$ cat config.mk
export PLATFORM = sky130hd
export DESIGN_NAME = mgmt_phy_bridge
export DESIGN_NICKNAME = d
export VERILOG_FILES = /design/src/rtl/mgmt_pkg.sv /design/src/rtl/mgmt_phy_regs.sv /design/src/rtl/mgmt_link_ctrl.sv /design/src/rtl/mgmt_irq_ctrl.sv /design/src/rtl/mgmt_phy_bridge.sv
export SDC_FILE = /design/constraint.sdc
export NUM_CORES = 1
export LEC_CHECK = 0
export CAP_MARGIN = 10
export CORE_MARGIN = 3
export CORE_UTILIZATION = 25
export DETAILED_ROUTE_END_ITERATION = 7
export PLACE_DENSITY = 0.43
export SLEW_MARGIN = 30
export SYNTH_ARGS = -nofsm -noshare
export SYNTH_HDL_FRONTEND = slang
export SYNTH_SLANG_ARGS = --single-unit
$ cat constraint.sdc
create_clock -name clk -period 2.6 [get_ports clk]
set_clock_uncertainty 0.1 [all_clocks]
set_input_delay 0.39 -clock clk [delete_from_list [all_inputs] [get_ports clk]]
set_output_delay 0.39 -clock clk [all_outputs]
set_load 0.05 [all_outputs]
$ cat src/rtl/mgmt_pkg.sv
// Package: shared constants for the PHY management bridge.
// Holds the host word map, the command field positions, the PHY bit positions
// and the reset values of the PHY register model.
package mgmt_pkg;

    localparam int HOST_AW   = 3;
    localparam int HOST_DW   = 32;
    localparam int MII_W     = 16;
    localparam int IDX_W     = 5;
    localparam int PHYA_W    = 5;

    // host word addresses
    localparam logic [HOST_AW-1:0] W_IRQ_STAT = 3'd0;
    localparam logic [HOST_AW-1:0] W_IRQ_MASK = 3'd1;
    localparam logic [HOST_AW-1:0] W_MII_STAT = 3'd2;
    localparam logic [HOST_AW-1:0] W_MGMT_CMD = 3'd3;
    localparam logic [HOST_AW-1:0] W_MGMT_DAT = 3'd4;
    localparam logic [HOST_AW-1:0] W_LINK_CTL = 3'd5;

    // command field positions
    localparam int CMD_PHY_LSB = 5;
    localparam int CMD_WR_BIT  = 10;
    localparam int CMD_BUSY    = 15;

    // interrupt status bit for link events
    localparam int IRQ_LINK_BIT = 4;

    // PHY register indices and bits
    localparam int PI_CTRL  = 0;
    localparam int PI_STAT  = 1;
    localparam int PI_ADV   = 4;
    localparam int PI_PART  = 5;
    localparam int CB_FDX   = 8;
    localparam int CB_ANEN  = 12;
    localparam int SB_LINK  = 2;
    localparam int SB_ANABL = 3;
    localparam int SB_ANDONE= 5;
    localparam int PB_ACK   = 14;
    localparam logic [MII_W-1:0] ABIL_MASK = 16'h03E0;

    // Reset value of PHY register idx.
    function automatic logic [MII_W-1:0] phy_reset_value(input int idx);
        logic [MII_W-1:0] v;
        v = '0;
        case (idx)
            PI_CTRL: begin v[CB_FDX] = 1'b1; v[CB_ANEN] = 1'b1; end
            PI_STAT: begin v[SB_LINK] = 1'b1; v[SB_ANABL] = 1'b1; v[SB_ANDONE] = 1'b1; end
            PI_ADV, PI_PART: v = ABIL_MASK;
            default: v = '0;
        endcase
        return v;
    endfunction

endpackage

$ cat src/rtl/mgmt_phy_regs.sv
// Module: mgmt_phy_regs
// Register model of the embedded PHY. It holds NUM_REGS registers of MII_W
// bits each. It applies one host-initiated access per cycle, then applies the
// link events on top of it, so an event wins over a write in the same cycle.
// Assumes: events are single-cycle pulses, at most one of them per cycle.
module mgmt_phy_regs
    import mgmt_pkg::*;
#(
    parameter int NUM_REGS = 6
) (
    input  logic             clk,
    input  logic             rst_n,
    input  logic             acc_en,
    input  logic             acc_wr,
    input  logic [IDX_W-1:0] acc_idx,
    input  logic [MII_W-1:0] acc_wdata,
    output logic [MII_W-1:0] acc_rdata,
    input  logic             ev_down,
    input  logic             ev_link_set,
    input  logic             ev_an_done,
    output logic             an_enable,
    output logic             an_complete
);

    localparam int FLAT_W = NUM_REGS * MII_W;

    logic [FLAT_W-1:0] regs_q;
    logic [MII_W-1:0]  clr_m [NUM_REGS];
    logic [MII_W-1:0]  set_m [NUM_REGS];

    // Per-register clear and set masks that the link events produce.
    always_comb begin
        for (int i = 0; i < NUM_REGS; i++) begin
            clr_m[i] = '0;
            set_m[i] = '0;
        end
        if (ev_down) begin
            clr_m[PI_STAT][SB_LINK]   = 1'b1;
            clr_m[PI_STAT][SB_ANDONE] = 1'b1;
            clr_m[PI_PART][PB_ACK]    = 1'b1;
        end
        if (ev_link_set || ev_an_done) begin
            set_m[PI_STAT][SB_LINK] = 1'b1;
        end
        if (ev_an_done) begin
            set_m[PI_STAT][SB_ANDONE] = 1'b1;
            set_m[PI_PART][PB_ACK]    = 1'b1;
        end
    end

    generate
        for (genvar g = 0; g < NUM_REGS; g++) begin : g_reg
            logic [MII_W-1:0] base;
            // Select host write data or the held value for this register.
            always_comb begin
                base = regs_q[g*MII_W +: MII_W];
                if (acc_en && acc_wr && acc_idx == IDX_W'(g)) base = acc_wdata;
            end
            // Register update: reset value, then access, then events.
            always_ff @(posedge clk) begin
                if (!rst_n) regs_q[g*MII_W +: MII_W] <= phy_reset_value(g);
                else        regs_q[g*MII_W +: MII_W] <= (base & ~clr_m[g]) | set_m[g];
            end
        end
    endgenerate

    // Read mux: indices past the model read as zero.
    always_comb begin
        acc_rdata = '0;
        for (int i = 0; i < NUM_REGS; i++) begin
            if (acc_idx == IDX_W'(i)) acc_rdata = regs_q[i*MII_W +: MII_W];
        end
    end

    assign an_enable   = regs_q[PI_CTRL*MII_W + CB_ANEN];
    assign an_complete = regs_q[PI_STAT*MII_W + SB_ANDONE];

    // a link loss leaves the status link bit and the partner ack clear
    a_r6_down_clears: assert property (@(posedge clk) disable iff (!rst_n)
        ev_down |=> (!regs_q[PI_STAT*MII_W + SB_LINK] && !regs_q[PI_PART*MII_W + PB_ACK]));

    // completed negotiation leaves complete and ack set
    a_r7_an_sets: assert property (@(posedge clk) disable iff (!rst_n)
        ev_an_done |=> (an_complete && regs_q[PI_PART*MII_W + PB_ACK]));

endmodule

$ cat src/rtl/mgmt_link_ctrl.sv
// Module: mgmt_link_ctrl
// Tracks the link_present input and turns its edges into link events. A rise
// with negotiation enabled but not complete starts an AN_DELAY-cycle
// countdown. The countdown ends in a negotiation-done event if the link is
// still there, and a link loss cancels it. Holds the adapter link flag.
// Assumes: link_present is already synchronous to clk; AN_DELAY >= 1.
module mgmt_link_ctrl #(
    parameter int AN_DELAY = 50_000_000
) (
    input  logic clk,
    input  logic rst_n,
    input  logic link_present,
    input  logic an_enable,
    input  logic an_complete,
    output logic ev_down,
    output logic ev_link_set,
    output logic ev_an_done,
    output logic link_up_o
);

    localparam int CW = $clog2(AN_DELAY + 1);
    localparam logic [CW-1:0] LOAD = CW'(AN_DELAY - 1);

    logic          link_q;
    logic          running_q;
    logic [CW-1:0] cnt_q;
    logic          rise, start;

    // Edge detection and event decode.
    always_comb begin
        rise        = !link_q && link_present;
        ev_down     = link_q && !link_present;
        start       = rise && an_enable && !an_complete;
        ev_link_set = rise && !start;
        ev_an_done  = running_q && (cnt_q == '0) && link_present;
    end

    // Previous link sample; reset assumes the link is present.
    always_ff @(posedge clk) begin
        if (!rst_n) link_q <= 1'b1;
        else        link_q <= link_present;
    end

    // Negotiation countdown: load on start, cancel on loss, stop at zero.
    always_ff @(posedge clk) begin
        if (!rst_n) begin
            running_q <= 1'b0;
            cnt_q     <= '0;
        end else if (ev_down) begin
            running_q <= 1'b0;
        end else if (start) begin
            running_q <= 1'b1;
            cnt_q     <= LOAD;
        end else if (running_q) begin
            if (cnt_q == '0) running_q <= 1'b0;
            else             cnt_q     <= cnt_q - 1'b1;
        end
    end

    // Adapter link flag.
    always_ff @(posedge clk) begin
        if (!rst_n)                         link_up_o <= 1'b1;
        else if (ev_down)                   link_up_o <= 1'b0;
        else if (ev_link_set || ev_an_done) link_up_o <= 1'b1;
    end

    // a link loss drops link_up on the next edge
    a_r6_link_drops: assert property (@(posedge clk) disable iff (!rst_n)
        ev_down |=> !link_up_o);

    // the countdown never exceeds its load value
    a_r7_cnt_bounded: assert property (@(posedge clk) disable iff (!rst_n)
        running_q |-> (cnt_q <= LOAD));

    // with the link absent, no countdown is left running
    a_r9_cancelled: assert property (@(posedge clk) disable iff (!rst_n)
        ev_down |=> !running_q);

endmodule

$ cat src/rtl/mgmt_irq_ctrl.sv
// Module: mgmt_irq_ctrl
// Interrupt status (write-one-to-clear) and mask registers with a level
// output. A hardware event on the same edge as a clear of its bit wins.
// Assumes: the write strobes are already decoded from the host address.
module mgmt_irq_ctrl #(
    parameter int WIDTH   = 32,
    parameter int EVT_BIT = 4
) (
    input  logic             clk,
    input  logic             rst_n,
    input  logic             wr_stat,
    input  logic             wr_mask,
    input  logic [WIDTH-1:0] wdata,
    input  logic             evt,
    output logic [WIDTH-1:0] status,
    output logic [WIDTH-1:0] mask,
    output logic             irq
);

    logic [WIDTH-1:0] stat_n;

    // Next status: clear the written ones, then merge the event.
    always_comb begin
        stat_n = status;
        if (wr_stat) stat_n = stat_n & ~wdata;
        if (evt)     stat_n[EVT_BIT] = 1'b1;
    end

    // Status and mask registers.
    always_ff @(posedge clk) begin
        if (!rst_n) begin
            status <= '0;
            mask   <= '0;
        end else begin
            status <= stat_n;
            if (wr_mask) mask <= wdata;
        end
    end

    // Level interrupt from the registered state.
    assign irq = |(status & mask);

    // an event always leaves its status bit set
    a_r10_evt_sets: assert property (@(posedge clk) disable iff (!rst_n)
        evt |=> status[EVT_BIT]);

    // clearing every set bit with no event drops the interrupt
    a_r10_clear_drops: assert property (@(posedge clk) disable iff (!rst_n)
        (wr_stat && ((status & ~wdata) == '0) && !evt) |=> !irq);

endmodule

$ cat src/rtl/mgmt_phy_bridge.sv
// Module: mgmt_phy_bridge (top)
// Host register window onto an embedded PHY register model with link and
// auto-negotiation timing. A command write is executed on the following edge.
// Only PHY_ADDR responds; a read of another address returns all ones.
// Assumes: single-cycle host writes; reads are combinational.
module mgmt_phy_bridge
    import mgmt_pkg::*;
#(
    parameter int                PHY_ADDR = 1,
    parameter int                NUM_REGS = 6,
    parameter int                AN_DELAY = 50_000_000
) (
    input  logic               clk,
    input  logic               rst_n,
    input  logic               host_we,
    input  logic [HOST_AW-1:0] host_addr,
    input  logic [HOST_DW-1:0] host_wdata,
    output logic [HOST_DW-1:0] host_rdata,
    input  logic               link_present,
    output logic               irq,
    output logic               link_up
);

    localparam logic [PHYA_W-1:0] MY_PHY = PHYA_W'(PHY_ADDR);

    logic [MII_W-1:0]   cmd_q;
    logic               pend_q;
    logic [HOST_DW-1:0] data_q;
    logic               wr_cmd, wr_dat, phy_hit, acc_en;
    logic [MII_W-1:0]   phy_rd;
    logic               an_en, an_cpl, ev_down, ev_set, ev_done;
    logic [HOST_DW-1:0] irq_stat, irq_mask;

    // Host write strobes and address match of the pending command.
    always_comb begin
        wr_cmd  = host_we && host_addr == W_MGMT_CMD;
        wr_dat  = host_we && host_addr == W_MGMT_DAT;
        phy_hit = cmd_q[CMD_PHY_LSB +: PHYA_W] == MY_PHY;
        acc_en  = pend_q && phy_hit;
    end

    // Command register and pending flag; busy clears when the access runs.
    always_ff @(posedge clk) begin
        if (!rst_n) begin
            cmd_q  <= '0;
            pend_q <= 1'b0;
        end else if (wr_cmd) begin
            cmd_q  <= host_wdata[MII_W-1:0];
            pend_q <= 1'b1;
        end else if (pend_q) begin
            cmd_q[CMD_BUSY] <= 1'b0;
            pend_q          <= 1'b0;
        end
    end

    // Data register: host write, or the result of a management read.
    always_ff @(posedge clk) begin
        if (!rst_n) begin
            data_q <= '0;
        end else if (pend_q && !cmd_q[CMD_WR_BIT]) begin
            data_q <= phy_hit ? {{(HOST_DW-MII_W){1'b0}}, phy_rd} : '1;
        end else if (wr_dat) begin
            data_q <= host_wdata;
        end
    end

    mgmt_phy_regs #(.NUM_REGS(NUM_REGS)) u_phy (
        .clk        (clk),
        .rst_n      (rst_n),
        .acc_en     (acc_en),
        .acc_wr     (cmd_q[CMD_WR_BIT]),
        .acc_idx    (cmd_q[IDX_W-1:0]),
        .acc_wdata  (data_q[MII_W-1:0]),
        .acc_rdata  (phy_rd),
        .ev_down    (ev_down),
        .ev_link_set(ev_set),
        .ev_an_done (ev_done),
        .an_enable  (an_en),
        .an_complete(an_cpl)
    );

    mgmt_link_ctrl #(.AN_DELAY(AN_DELAY)) u_link (
        .clk         (clk),
        .rst_n       (rst_n),
        .link_present(link_present),
        .an_enable   (an_en),
        .an_complete (an_cpl),
        .ev_down     (ev_down),
        .ev_link_set (ev_set),
        .ev_an_done  (ev_done),
        .link_up_o   (link_up)
    );

    mgmt_irq_ctrl #(.WIDTH(HOST_DW), .EVT_BIT(IRQ_LINK_BIT)) u_irq (
        .clk    (clk),
        .rst_n  (rst_n),
        .wr_stat(host_we && host_addr == W_IRQ_STAT),
        .wr_mask(host_we && host_addr == W_IRQ_MASK),
        .wdata  (host_wdata),
        .evt    (ev_down || ev_set || ev_done),
        .status (irq_stat),
        .mask   (irq_mask),
        .irq    (irq)
    );

    // Host read mux; the MII status word always reads zero.
    always_comb begin
        case (host_addr)
            W_IRQ_STAT: host_rdata = irq_stat;
            W_IRQ_MASK: host_rdata = irq_mask;
            W_MII_STAT: host_rdata = '0;
            W_MGMT_CMD: host_rdata = {{(HOST_DW-MII_W){1'b0}}, cmd_q};
            W_MGMT_DAT: host_rdata = data_q;
            W_LINK_CTL: host_rdata = {{(HOST_DW-1){1'b0}}, link_up};
            default:    host_rdata = '0;
        endcase
    end

    // busy is clear after an access that no new command overlaps
    a_r3_busy_clears: assert property (@(posedge clk) disable iff (!rst_n)
        (pend_q && !wr_cmd) |=> !cmd_q[CMD_BUSY]);

    // a read addressed to another PHY returns all ones
    a_r4_miss_all_ones: assert property (@(posedge clk) disable iff (!rst_n)
        (pend_q && !cmd_q[CMD_WR_BIT] && !phy_hit) |=> (data_q == '1));

    // the MII status word is always zero
    a_r11_mii_zero: assert property (@(posedge clk) disable iff (!rst_n)
        (host_addr == W_MII_STAT) |-> (host_rdata == '0));

endmodule

==> impl_summary.md <==
Final layout
The number of fill cells in the layout is 4427. The share of layout cells above drive strength 1 is 15.33%. After routing the design area is 13750 sq um. The register area is 4767 sq um. At the end of the flow, the number of nets in the layout was 1501. The total inserted antenna cells is 0. The area of combinational cells with multiple inputs is 5443 sq um. The area growth from synthesis to final layout is 29.16%.

Route
Using the TritonRoute via totals, the vias-per-cell ratio works out to 5.038. The mean routed wirelength per cell is 19.24 um. After detailed routing, the total wire length is 38730 um. For this run, design rule violations remaining after detail routing come to 0. The detail route stage leaves a number of antenna-violating nets equal to 0. The routed layout has 10140 vias. The first TritonRoute pass finished after 5 iterations. The iteration-0 DRC count of the detailed router is 776.

Synthesis
The synthesis warning total is 0. After synthesis, the most frequently instantiated cells are nand2_1 (337), dfxtp_1 (238), a21oi_1 (223). The average size of a mapped cell is 7.663 sq um. The fraction of the yosys area taken by sequential cells is 44.76%.

The proportion of synthesized flip-flops having asynchronous set or reset is 0%. The number of flops mapped to enable cells by yosys is 0. Among all flip-flop cells after synthesis, the most frequent one is dfxtp_1. The number of synthesized register bits is 238.

The mapped netlist covers 10640 sq um. The cell count after synthesis is 1389. nand2_1 is the most common cell in the netlist. Synthesis produced a netlist with a net count of 1429. The top-area cell type share of the netlist area is 44.76%. Synthesis instantiated 58 different standard cells from the library. The most area-hungry cell type in the Yosys netlist is dfxtp_1. Yosys attributes the largest share of cell area to dfxtp_1 (45%), nand2_1 (12%), a21oi_1 (10%).

Power and ir drop
Power spread over the standard cell area amounts to 626.4 nW/um^2. The analysis attributes to cell leakage a power of 4.796 nW. VDD sags by at most 0.4505 mV.

Placement
The routability congestion estimate is 0.8107. The HPWL after detailed placement is 26840 um. The number of buffers added on ports is 72. The post-placement setup slack is 0.08974 ns.

The placed instances occupy a cell area of 12750 sq um.

Clocking
Clock tree synthesis found a total of 238 sinks. The CTS buffer count is 29. The buffer type at the clock tree root is clkbuf_16. CTS built an H-tree with a depth of 1. The clock latency on the worst-skew pair is 0.57 ns. Counting along the longest clock path gives a buffer depth of 3. Clock-pin slew was measured on the worst setup and hold paths at 0.06 ns.

The clock tree from TritonCTS is done. After clock tree synthesis, the setup repair step added 0 buffers.

STA
Setup violations remaining at the end of the flow were counted as 0. The number of hold violations in the final report was 0. The final period utilization is 96.28%. The worst-margin pin slew is 0.5972 ns.

In the post-route analysis, the smallest setup slack over all paths is 0.09671 ns. The timing-limited maximum frequency is 0.3995 GHz. The count of pins over their slew limit came to 0. The shortest clock period the worst path allows after layout is 2.503 ns. Setup repair after global routing left no endpoint under its margin. The post-route setup TNS is 0 ns. The normalized max-slew margin is 59.67%.

Run
The max capacitance violation total is 0.

Global route
Entering global routing, the biggest net connects 55 pins. The number of antenna violations at the first check in global routing is 0. The first global-routing pass estimated 60420 um of wire. For this run, the total global-route usage over all layers was measured as 17.03%. The via count of the first global-routing pass is 9804.

The residual overflow from global routing is 0. Global routing used 24.91% of the available met1 tracks. The global-route met3 utilization is 2.361%. After global routing, the most crowded layer is met2. The met2 usage is 26.36%.

Worst setup path
Of all nets on the critical path, the largest fanout is 15. For the worst flop-to-flop path, the logic depth is 5. The category of the most critical setup path is in -> out. The worst setup path is captured at an output port. STA classifies the critical path startpoint as an input port. The required time of the worst setup path is 2.11 ns. The arrival time of data at the critical path endpoint is 2.01 ns.

Floorplanning
The number of top-level pins is 73. The die covers 45090 sq um. The number of rows created at floorplan is 74.

The overall die height is 212.3 um. From left edge to right edge, the die measures 212.3 um. The area of the placeable core is 41480 sq um. Once the floorplan was initialized, standard cells occupied 25.66% of the core.

Hold path
The worst hold path was traced through 3 stages. The path class of the tightest hold or removal check is in -> reg.

Run status
The run finished with clean final reports.
[report_power, final]
part | internal (mW) | leakage (nW) | switching [mW]
combinational | 0.280 | 2.40 | 0.443
clock | 2.48 | 0.477 | 1.64
sequential | 3.70 | 1.92 | 0.0637
total | 6.47 | 4.80 | 2.15
[cells in the final DEF, fill, tap and decap left out, drive strengths merged, types with 7 or more instances in the layout]
cell type	instances
a21o	16
a21oi	224
a22o	15
a22oi	61
buf	129
clkbuf	43
clkdlybuf4s50	36
dfxtp	238
inv	19
mux2i	20
nand2	337
nand3	16
nand4	7
nor2	94
nor2b	10
nor3	10
nor4	8
o211ai	23
o21ai	39
o22ai	32
or3	12
or4	9
xnor2	10
[worst max-delay path, cell delays in order]
cell             delay (ns)
clkdlybuf4s50_1        0.50
buf_12                 0.14
nor2b_1                0.17
buf_4                  0.24
a22oi_1                0.09
o22ai_1                0.29
buf_12                 0.18
[what timing repair did]
item,CTS,global route
endpoints found under the setup margin,1,7
hold buffers,0,0
pin swaps,0,1
resized for setup,5,4
[final timing paths]
check | from | endpoint | slack, ns
worst max-delay path | host_addr[0] | host_rdata[5] | 0.1
worst min-delay path | rst_n | u_link.link_q | 0.21
worst max register to register | u_link.cnt_q[20] | u_link.cnt_q[1] | 0.15
worst min register to register | u_irq.status[21] | u_irq.status[21] | 0.34
[kinds of logic (layout without fill, tap and decap cells)]
family / count (synthesis) / count (layout) / synth area share, %
adders and majority gates: 1 / 1 / 0.1175
DFF: 238 / 238 / 44.76
xor gates and xnor gates: 11 / 11 / 0.9051
AOI/OAI and AO/OA: 437 / 437 / 24.57
buffers and inverters: 142 / 234 / 5.536
and+or+nand+nor: 536 / 536 / 21.66
muxes: 24 / 24 / 2.445
[routing by layer]
layer | up-vias | part of all wire (%)
met3 | 44 | 4.6
met2 | 227 | 45
met1 | 4900 | 48
li1 | 4971 | -
met4 | 0 | 2.3
met5 | - | 0
[registers in the layout, indices dropped and copies added, names as in the netlist]
| signal | count |
|---|---|
| cmd_q | 16 |
| data_q | 32 |
| pend_q | 1 |
| u_irq.mask | 32 |
| u_irq.status | 32 |
| u_link.cnt_q | 26 |
| u_link.link_q | 1 |
| u_link.link_up_o | 1 |
| u_link.running_q | 1 |
| u_phy.an_complete | 1 |
| u_phy.an_enable | 1 |
| u_phy.regs_q | 94 |
[per-stage QoR]
| stage | hold slack (ns) | util (%) | instances | total power, mW |
|---|---|---|---|---|
| floorplan | 0.3240 | - | 1389 | 4.206 |
| global route | 0.2175 | 33.14 | 2013 | 8.929 |
| global placement | 0.3337 | 30.74 | 1962 | 4.563 |
| detailed placement | 0.3395 | 30.74 | 1962 | 4.564 |
| finish | 0.2059 | 33.14 | 2013 | 8.611 |
| CTS | 0.1967 | 33.13 | 2013 | 8.712 |
[cell type report]
type                       count  area share (%)
inverter                      18          0.5096
tap                          532           4.842
clock inverter                 8          0.7008
timing repair buffer         165           13.37
clock buffer                  43           6.316
multi-input combinational   1009           39.59
sequential                   238           34.67
No activity file was read; power rests on OpenSTA's default activity.
